### config.mk
export PLATFORM = sky130hd
export DESIGN_NAME = utx_master
export DESIGN_NICKNAME = d
export VERILOG_FILES = /design/src/rtl/utx_pkg.sv /design/src/rtl/utx_poller.sv /design/src/rtl/utx_framer.sv /design/src/rtl/utx_master.sv
export SDC_FILE = /design/constraint.sdc
export NUM_CORES = 1
export LEC_CHECK = 0
export BUFFER_PORTS_ARGS = -buffer_cell sky130_fd_sc_hd__buf_2
export CAP_MARGIN = 5
export CORE_ASPECT_RATIO = 1.25
export CORE_MARGIN = 2
export CORE_UTILIZATION = 35
export CTS_CLUSTER_SIZE = 25
export DETAILED_ROUTE_END_ITERATION = 8
export SLEW_MARGIN = 15
export SYNTH_ARGS = -nofsm -noshare
export SYNTH_HDL_FRONTEND = slang
export SYNTH_SLANG_ARGS = --single-unit
### constraint.sdc
create_clock -name clk -period 3.8 [get_ports clk]
set_clock_uncertainty 0.1 [all_clocks]
set_input_delay 0.38 -clock clk [delete_from_list [all_inputs] [get_ports clk]]
set_output_delay 0.38 -clock clk [all_outputs]
set_load 0.03 [all_outputs]
### src/rtl/utx_pkg.sv
package utx_pkg;

  localparam logic [4:0] ADDR_NULL = 5'h1F;

  typedef enum logic [1:0] {
    FR_IDLE,
    FR_SEND,
    FR_LAST
  } fr_state_e;

  // Beats in one cell for the chosen bus width.
  function automatic logic [5:0] beats_per_cell(input logic wide);
    return wide ? 6'd27 : 6'd53;
  endfunction

  // Odd parity bit over the active lanes of the bus.
  function automatic logic odd_parity(input logic [15:0] d, input logic wide);
    logic [15:0] m;
    m = wide ? d : {8'h00, d[7:0]};
    return ~(^m);
  endfunction

  // Bus word for beat idx: narrow lane clears the upper byte,
  // wide lane puts the pad under the header check byte.
  function automatic logic [15:0] shape_beat(input logic wide, input logic [5:0] idx,
                                              input logic [15:0] src, input logic [7:0] pad);
    if (!wide) return {8'h00, src[7:0]};
    if (idx == 6'd2) return {src[15:8], pad};
    return src;
  endfunction

  // Cell-available line that carries a given address.
  function automatic logic [1:0] clav_lane(input logic [4:0] addr, input int lanes);
    int r;
    r = int'(addr) % lanes;
    return r[1:0];
  endfunction

  // Next index on a ring of n PHYs.
  function automatic logic [4:0] ring_next(input logic [4:0] idx, input int n);
    return (int'(idx) + 1 >= n) ? 5'd0 : idx + 5'd1;
  endfunction

endpackage

### src/rtl/utx_poller.sv
module utx_poller
  import utx_pkg::*;
#(
  parameter int NUM_PHY    = 4,
  parameter int CLAV_LINES = 4
) (
  input  logic               clk,
  input  logic               rst_n,
  input  logic [3:0]         tx_clav,
  input  logic [4:0]         cur_addr,
  input  logic               sample,
  input  logic               advance,
  input  logic               claim,
  input  logic [4:0]         claim_phy,
  output logic [NUM_PHY-1:0] room,
  output logic [4:0]         pick_addr
);

  logic [4:0]  ptr;
  logic [1:0]  lane;
  logic        clav_seen;
  logic [31:0] room_ext;

  assign lane      = clav_lane(cur_addr, CLAV_LINES);
  assign clav_seen = tx_clav[lane];
  assign room_ext  = 32'(room);

  // First PHY without recorded room, searching from ptr around the ring.
  always_comb begin
    int s;
    pick_addr = ADDR_NULL;
    for (int j = NUM_PHY - 1; j >= 0; j--) begin
      s = int'(ptr) + j;
      if (s >= NUM_PHY) s = s - NUM_PHY;
      if (!room[s]) pick_addr = 5'(s);
    end
  end

  always_ff @(posedge clk) begin
    if (!rst_n) ptr <= 5'd0;
    else if (advance) ptr <= ring_next(pick_addr, NUM_PHY);
  end

  for (genvar g = 0; g < NUM_PHY; g++) begin : g_room
    always_ff @(posedge clk) begin
      if (!rst_n) room[g] <= 1'b0;
      else if (claim && claim_phy == 5'(g)) room[g] <= 1'b0;
      else if (sample && cur_addr == 5'(g)) room[g] <= clav_seen;
    end
  end

  p_sample_in_range_r3: assert property (@(posedge clk) disable iff (!rst_n)
    sample |-> (int'(cur_addr) < NUM_PHY));

  p_claim_clears_r12: assert property (@(posedge clk) disable iff (!rst_n)
    claim |=> !room_ext[$past(claim_phy)]);

  p_ptr_range_r2: assert property (@(posedge clk) disable iff (!rst_n)
    advance |=> (int'(ptr) < NUM_PHY));

endmodule

### src/rtl/utx_framer.sv
module utx_framer
  import utx_pkg::*;
#(
  parameter logic [7:0] PAD_BYTE = 8'h00
) (
  input  logic        clk,
  input  logic        rst_n,
  input  logic        wide_mode,
  input  logic        src_valid,
  input  logic [15:0] src_data,
  input  logic        go,
  output logic        src_ready,
  output logic        start,
  output logic        busy,
  output logic [15:0] tx_data,
  output logic        tx_soc,
  output logic        tx_en,
  output logic        tx_par
);

  fr_state_e   st;
  logic [5:0]  cnt;
  logic        wide_q;
  logic        take;
  logic        last_take;
  logic [15:0] beat_next;

  assign start     = (st == FR_IDLE) && src_valid && go;
  assign busy      = (st == FR_SEND);
  assign src_ready = busy;
  assign take      = busy && src_valid;
  assign last_take = take && (cnt == beats_per_cell(wide_q) - 6'd1);
  assign beat_next = shape_beat(wide_q, cnt, src_data, PAD_BYTE);

  always_ff @(posedge clk) begin
    if (!rst_n) begin
      st      <= FR_IDLE;
      cnt     <= 6'd0;
      wide_q  <= 1'b0;
      tx_data <= 16'h0000;
      tx_soc  <= 1'b0;
      tx_en   <= 1'b0;
      tx_par  <= 1'b1;
    end else begin
      case (st)
        FR_IDLE: begin
          tx_en  <= 1'b0;
          tx_soc <= 1'b0;
          if (start) begin
            st     <= FR_SEND;
            cnt    <= 6'd0;
            wide_q <= wide_mode;
          end
        end
        FR_SEND: begin
          if (take) begin
            tx_data <= beat_next;
            tx_par  <= odd_parity(beat_next, wide_q);
            tx_en   <= 1'b1;
            tx_soc  <= (cnt == 6'd0);
            cnt     <= cnt + 6'd1;
            if (last_take) st <= FR_LAST;
          end else begin
            tx_en  <= 1'b0;
            tx_soc <= 1'b0;
          end
        end
        default: begin
          tx_en  <= 1'b0;
          tx_soc <= 1'b0;
          st     <= FR_IDLE;
        end
      endcase
    end
  end

  p_gap_before_first_r5: assert property (@(posedge clk) disable iff (!rst_n)
    start |=> !tx_en);

  p_soc_with_en_r6: assert property (@(posedge clk) disable iff (!rst_n)
    tx_soc |-> tx_en);

  p_hold_on_stall_r7: assert property (@(posedge clk) disable iff (!rst_n)
    (busy && !src_valid) |=> (!tx_en && !tx_soc && $stable(tx_data)));

  p_narrow_upper_r8: assert property (@(posedge clk) disable iff (!rst_n)
    (tx_en && !wide_q) |-> (tx_data[15:8] == 8'h00));

  p_beat_bound_r9: assert property (@(posedge clk) disable iff (!rst_n)
    busy |-> (cnt < beats_per_cell(wide_q)));

  p_odd_parity_r10: assert property (@(posedge clk) disable iff (!rst_n)
    tx_en |-> (^{tx_par, tx_data}));

  p_mode_frozen_r11: assert property (@(posedge clk) disable iff (!rst_n)
    busy |=> $stable(wide_q));

endmodule

### src/rtl/utx_master.sv
module utx_master
  import utx_pkg::*;
#(
  parameter int         NUM_PHY    = 4,
  parameter int         CLAV_LINES = 4,
  parameter logic [7:0] PAD_BYTE   = 8'h00
) (
  input  logic        clk,
  input  logic        rst_n,
  input  logic        wide_mode,
  input  logic        src_valid,
  output logic        src_ready,
  input  logic [15:0] src_data,
  input  logic [4:0]  src_phy,
  output logic [15:0] tx_data,
  output logic        tx_soc,
  output logic        tx_en,
  output logic        tx_par,
  output logic [4:0]  tx_addr,
  input  logic [3:0]  tx_clav
);

  logic [NUM_PHY-1:0] room;
  logic [31:0]        room_ext;
  logic [4:0]         pick_addr;
  logic               go;
  logic               cell_start;
  logic               busy;
  logic               poll_issue;
  logic               poll_live;

  assign room_ext   = 32'(room);
  assign go         = (int'(src_phy) < NUM_PHY) && room_ext[src_phy];
  assign poll_issue = !cell_start && !busy && (pick_addr != ADDR_NULL);

  utx_poller #(.NUM_PHY(NUM_PHY), .CLAV_LINES(CLAV_LINES)) u_poll (
    .clk       (clk),
    .rst_n     (rst_n),
    .tx_clav   (tx_clav),
    .cur_addr  (tx_addr),
    .sample    (poll_live),
    .advance   (poll_issue),
    .claim     (cell_start),
    .claim_phy (src_phy),
    .room      (room),
    .pick_addr (pick_addr)
  );

  utx_framer #(.PAD_BYTE(PAD_BYTE)) u_frame (
    .clk       (clk),
    .rst_n     (rst_n),
    .wide_mode (wide_mode),
    .src_valid (src_valid),
    .src_data  (src_data),
    .go        (go),
    .src_ready (src_ready),
    .start     (cell_start),
    .busy      (busy),
    .tx_data   (tx_data),
    .tx_soc    (tx_soc),
    .tx_en     (tx_en),
    .tx_par    (tx_par)
  );

  // Address bus: selected PHY for a cell, otherwise the poll choice.
  always_ff @(posedge clk) begin
    if (!rst_n) begin
      tx_addr   <= ADDR_NULL;
      poll_live <= 1'b0;
    end else if (cell_start) begin
      tx_addr   <= src_phy;
      poll_live <= 1'b0;
    end else if (busy) begin
      poll_live <= 1'b0;
    end else begin
      tx_addr   <= pick_addr;
      poll_live <= poll_issue;
    end
  end

  p_addr_hold_r5: assert property (@(posedge clk) disable iff (!rst_n)
    busy |=> $stable(tx_addr));

  p_null_not_sampled_r2: assert property (@(posedge clk) disable iff (!rst_n)
    (tx_addr == ADDR_NULL) |-> !poll_live);

  p_start_with_room_r4: assert property (@(posedge clk) disable iff (!rst_n)
    $rose(busy) |-> (tx_addr == $past(src_phy)));

endmodule

Word level (Yosys, flattened, before mapping)
Index checks and enable logic that the tools add are counted.

storage, ports and cells
  bits in registers = 43
  input bits = 29
  output and inout port bits = 25
  logic and storage cells = 130

cells by class
  $add $sub $neg = 11
  magnitude comparators = 12
  equality and inequality tests = 14
  muxes and demuxes = 43
  bitwise operators = 2
  reduce and logical (&&, ||, !) cells = 34

operators with widths
  operator                                                             count
  greater-or-equal comparator 32 x 4 -> 1 bit (second input constant)  4
  less-than comparator 32 x 4 -> 1 bit (second input constant)         4
  two-way mux 32 bit                                                   4
  subtractor 32 x 4 -> 32 bit (second input constant)                  3
  two-way mux 16 bit                                                   5
  two-way mux 5 bit                                                    7
  equality test 5 x 2 -> 1 bit (second input constant)                 4
  two-way mux 6 bit                                                    3
  XOR reduction 16 bit                                                 1
  logical AND 1 bit                                                    15
  two-way mux 1 bit                                                    13
  adder 5 x 1 -> 6 bit (second input constant)                         2
  adder 5 x 2 -> 6 bit (second input constant)                         2
  case mux 6 bit (2 select lines)                                      1
  binary-select mux 1 bit (select 2 bit)                               5
  equality test 5 x 1 -> 1 bit (second input constant)                 2
  zero test 5 bit                                                      2
  AND reduction 3 bit                                                  3
  OR reduction 2 bit                                                   4
  adder 6 x 1 -> 6 bit (second input constant)                         1
  equality test 6 x 2 -> 1 bit (second input constant)                 1
  equality test 6 bit                                                  1
  zero test 6 bit                                                      1
  less-than comparator 5 x 6 -> 1 bit (second input constant)          1
  other kinds (19)                                                     27

Logic depth before layout (Yosys ltp)
  word-level depth = 13
  mapped depth = 17
  mapped depth without buffers = 16

By module
Synthesis repeated with hierarchy kept, for this count alone.

second synthesis, totals
  cell total of the unflattened synthesis = 345
  area total of the unflattened synthesis = 3002.9 um^2

by module, submodules not included
  module      instances  cells an instance  area an instance (um^2)  sequential area each (um^2)
  utx_framer  1          151                1336.3                   560.5
  utx_poller  1          165                1333.8                   180.2
  utx_master  1          29                 332.8                    120.1

Worst setup path after synthesis
Ideal clock, no wire load.

  path kind = register -> register
  from = register u_poll.ptr[0]
  to = register u_poll.ptr[0]
  setup time = 0.101 ns
  arrival = 3.129 ns
  data required time = 3.599 ns
  slack = 0.470 ns
  stages on the path, launching flop included = 17
  path buffers = 1
  period minus slack after synthesis = 3.330 ns
  path through = dfxtp_1 buf_4 inv_2 ha_1 xor2_1 inv_1 ha_1 nand2_1 o21ai_1 nor3b_1 o2111ai_1 a41o_1 and3_1 ha_1 nor3b_1 nand2b_1 o41ai_1

between the ends
  longest elaborated chain between the ends = 13
  elaborated cells between the ends (all ways) = 37
  those cells by class = add/sub (9); order compare (5); eq/ne (1); mux (21); reduce/logical (1)

ends and longest elaborated chain
  item                                                                                        line              text
  from (decl)                                                                                 utx_poller.sv:19  logic [4:0] ptr;
  from (signal assigned)                                                                      utx_poller.sv:41  else if (advance) ptr <= ring_next(pick_addr, NUM_PHY);
  adder 5 x 2 -> 6 bit                                                                        utx_poller.sv:33  s = int'(ptr) + j;
  subtractor 32 x 4 -> 32 bit or greater-or-equal comparator 32 x 4 -> 1 bit (tied branches)  utx_poller.sv:34  if (s >= NUM_PHY) s = s - NUM_PHY;
  two-way mux 32 bit                                                                          utx_poller.sv:34
  binary-select mux 1 bit (select 2 bit)                                                      utx_poller.sv:35  if (!room[s]) pick_addr = 5'(s);
  two-way mux 1 bit (implied by the code) (2 in a row)                                        utx_poller.sv:35
  two-way mux 5 bit (3 in a row)                                                              utx_poller.sv:35
  two-way mux 5 bit (*)                                                                       utx_poller.sv:35
  adder 5 x 1 -> 6 bit                                                                        utx_pkg.sv:41     return (int'(idx) + 1 >= n) ? 5'd0 : idx + 5'd1;
  greater-or-equal comparator 32 x 4 -> 1 bit                                                 utx_pkg.sv:41
  two-way mux 5 bit                                                                           utx_pkg.sv:41

Every way passes the cells marked *; elsewhere a longest branch is shown, timed or not. The select of a mux whose other input is x is not followed.
A chain may end at the register's enable or synchronous reset.

Worst setup path after layout
  from = register u_poll.ptr[2]
  to = register u_poll.ptr[1]

between the ends
  longest elaborated chain between the ends = 13
  elaborated cells between the ends (all ways) = 37
  those cells by class = add/sub (9); order compare (5); eq/ne (1); mux (21); reduce/logical (1)

ends and longest elaborated chain
  item                                                  line
  adder 5 x 2 -> 6 bit                                  utx_poller.sv:33
  greater-or-equal comparator 32 x 4 -> 1 bit           utx_poller.sv:34
  two-way mux 32 bit                                    utx_poller.sv:34
  binary-select mux 1 bit (select 2 bit)                utx_poller.sv:35
  two-way mux 1 bit (implied by the code) (2 in a row)  utx_poller.sv:35
  two-way mux 5 bit (3 in a row)                        utx_poller.sv:35
  two-way mux 5 bit (*)                                 utx_poller.sv:35
  adder 5 x 1 -> 6 bit                                  utx_pkg.sv:41
  greater-or-equal comparator 32 x 4 -> 1 bit           utx_pkg.sv:41
  two-way mux 5 bit                                     utx_pkg.sv:41

Marks and branches as above.

==> results.md <==
- Post-DRT Antenna Nets: 0
- Finished Core Util: 42.2%
- Setup slack, reg-to-reg: approximately 0.35 ns
- CP top delay family: simple AND/OR/NAND/NOR gates
- Peak supply drop: 253 uV
- Avg WL per Cell: ~14 um
- Post-placement cell area: about 3200 um^2
- Pwr dens: 367 nW/um^2
- Synth unique cells: 57
- Row count: 36
- Seq. cell area: between 800 and 900 um^2
- Clock buffer depth: 2
- Final hold vios: 0
- Critical path class: reg -> reg
- Fin crit period: 3.45 ns
- CTS H-tree lvls: 2
- Prevailing post-synth register cell: dfxtp_1
- Crit-path cells: ha_2 -> nand2_1 -> xnor2_2 -> ha_1 -> nand2_1 -> o21ai_2 -> or3_1 -> and3_1 -> o22ai_1 -> nand2_1 -> and3_1 -> ha_1 -> nor3b_2 -> nand2b_1 -> o41ai_2
- Commonest non-fill, non-tap cells in the layout: nand2_1, buf_2, dfxtp_1
- Max-slew violation count: 0
- Hpwl dp: 5.18 mm
- WL final: 6.75 mm
- First-pass DRT Iterations: 4
- Asr flop ratio synth: 0%
- Share of the synthesized area in the top cell type: a little under a third
- Crit Path Max Fanout: 8
- Crit path buf inv count: 0
- Clock sink count: 43
- First-pass GRT wire length: 11.2 mm
- Yosys reg bits: 43
- Layout cell share with drive strength beyond 1: 21.7%
- Total GRT Usage: 15.0%
- CP Data Arrival Time: 3.53 ns
- Total number of yosys warnings: 0
- TritonCTS Buffers: 5
- CTS clk-pin slew, worst paths: ~0.080 ns
- Post-route cell area: approximately 3300 um^2
- Multi-input gate area: 1900 um^2
- Area contributors post-synth: dfxtp_1, ha_1, nand2_1
- Crit-path max cell delay: about 0.42 ns
- Setup TNS: 0 ns
- Die width: 84.9 um
- Skew-Pair Late Insertion Delay: 0.29 ns
- Die area: 8930 um^2
- Initial drt markers: 85
- Initial Util: 36.4%
- Vias: 2550
- Hold WS: 0.240 ns
- IO Port Bufs: 53
- Max-Cap Viols: 0
- Status: complete, no violations
- Final net count: 440
- Worst hold path class: in -> reg
- Final GP Congestion: 0.884
- CP Data Required Time: 3.88 ns
- Post-Syn Area: 2870 um^2
- Hold-fix buffers, CTS: 0
- Critical path startpoint category: register
- Pin count of the biggest net entering global routing: 36
- Slew margin rel.: 54.1%
- Fmax: 290 MHz
- Antenna violations before repair: 0
- Vias in the first global route: roughly 2400
- Core area: roughly 8000 um^2
- Fillers: 781
- Seq/Total Area, Yosys: between 30 and 40%
- Worst Tran Pin Value: between 0.6 and 0.7 ns
- Synth area leader: dfxtp_1
- Slowest cell on the critical path: dfxtp_2
- Drt drc: 0
- Crit share post-route: 90.7%
- P_leak: 0.00142 uW
- Endpoints failing setup: 0
- Num ports: 54
- Post-Synthesis Cells: 339
- Area delta synth->final: 16.0%
- Number of synthesized flops with an enable pin: 0
- RSZ-0062 raised after global routing: no
- GR Overflow Total: 0
- CP Capture Type: register
- Post-synthesis area per instance: 8.46 um^2
- Most frequent CP cell: nand2_1
- Post-Syn Nets: 389
- Clock root cell: clkbuf_8
- # diodes: 0
- CTS tree: yes
- Routed vias/inst: 5.25
- Die Ht: 105 um
-- state kept, by name (all words and copies together), names as in the netlist --
name	cells
tx_addr	5
u_poll.ptr	5
u_frame.tx_soc	1
u_frame.cnt	6
u_frame.tx_en	1
u_frame.wide_q	1
u_frame.tx_data	16
poll_live	1
u_poll.room	4
u_frame.tx_par	1
u_frame.st	2
-- layout make-up --
type | instances | share of cell area [%]
Clock buffer | 7 | 2.29
Sequential cell | 43 | 26.0
Clock inverter | 1 | 0.150
Timing Repair Buffer | 56 | 8.65
Multi-Input combinational cell | 265 | 57.2
Inverter | 19 | 2.14
Tap cell | 95 | 3.57
-- tightest hold or removal path: cells and delay by family --
kind / cells / cell delay [ns]
buf+inv: 1 / 0.10
compound gates: 1 / 0.06
simple gates: 1 / 0.04
-- report_power, final --
part           leakage [uW]  internal, uW  total, uW  switching (uW)
Combinational       0.00103           193        450             257
Clock             0.0000422           129        279             150
Sequential         0.000350           470        493            23.5
Total               0.00142           792       1220             430
-- kinds of logic (layout without fill, tap and decap cells) --
logic type | after synthesis | count (layout) | synth area share, %
compound gates | 68 | 68 | 18.2
mux | 16 | 16 | 7.11
fa+ha+maj | 21 | 21 | 9.17
simple gates | 132 | 132 | 22.7
xor+xnor | 28 | 28 | 8.56
buf+inv | 31 | 83 | 4.28
flops | 43 | 43 | 30.0
-- per-layer routing --
| layer | vias up | wire length (um) | global-route usage, % | share of wire (%) |
|---|---|---|---|---|
| met5 | - | 0 | 0 | 0 |
| met4 | 0 | 133 | 4.31 | 2.0 |
| met3 | 12 | 243 | 2.29 | 3.6 |
| met2 | 61 | 3390 | 26.5 | 50 |
| met1 | 1179 | 2980 | 18.8 | 44 |
| li1 | 1298 | - | - | - |
-- Yosys cell counts (3+ instances only) --
library cell	n
mux2i_1	8
xnor2_1	19
nand3b_1	3
a21oi_1	9
and2_1	5
nand3_1	25
o21ai_0	6
inv_1	16
nor3b_1	3
inv_2	3
nand4_1	4
nor2_1	16
clkbuf_1	9
and3_1	7
o211ai_1	3
o2111ai_1	3
mux4_2	3
dfxtp_1	43
nand2_1	53
a21boi_0	19
ha_1	21
xor2_1	9
mux2_2	5
-- what timing repair did --
item / 4_1_cts / 5_1_grt
resized for setup: 0 / 6
setup buffers: 0 / 0
endpoints found under the setup margin: 0 / 5
-- final timing paths --
| kind | start | endpoint | depth (start not counted) |
|---|---|---|---|
| hold / removal | wide_mode | u_frame.wide_q$_SDFFE_PN0P_ | 3 |
| setup reg to reg | u_poll.ptr[2]$_SDFFE_PN0P_ | u_poll.ptr[1]$_SDFFE_PN0P_ | 15 |
| hold reg to reg | u_frame.tx_data[4]$_SDFFE_PN0P_ | u_frame.tx_data[4]$_SDFFE_PN0P_ | 2 |
| setup / recovery | u_poll.ptr[2]$_SDFFE_PN0P_ | u_poll.ptr[1]$_SDFFE_PN0P_ | 15 |
-- metrics by stage --
| step | setup WS [ns] | total power, uW | instances |
|---|---|---|---|
| after floorplan | 0.470 | 826 | 339 |
| after global placement | 0.283 | 934 | 478 |
| after detailed placement | 0.129 | 944 | 478 |
| after CTS | 0.0784 | 1230 | 486 |
| after global routing | 0.00840 | 1300 | 486 |
| final | 0.352 | 1220 | 486 |
(Power assumes the default switching activity.)
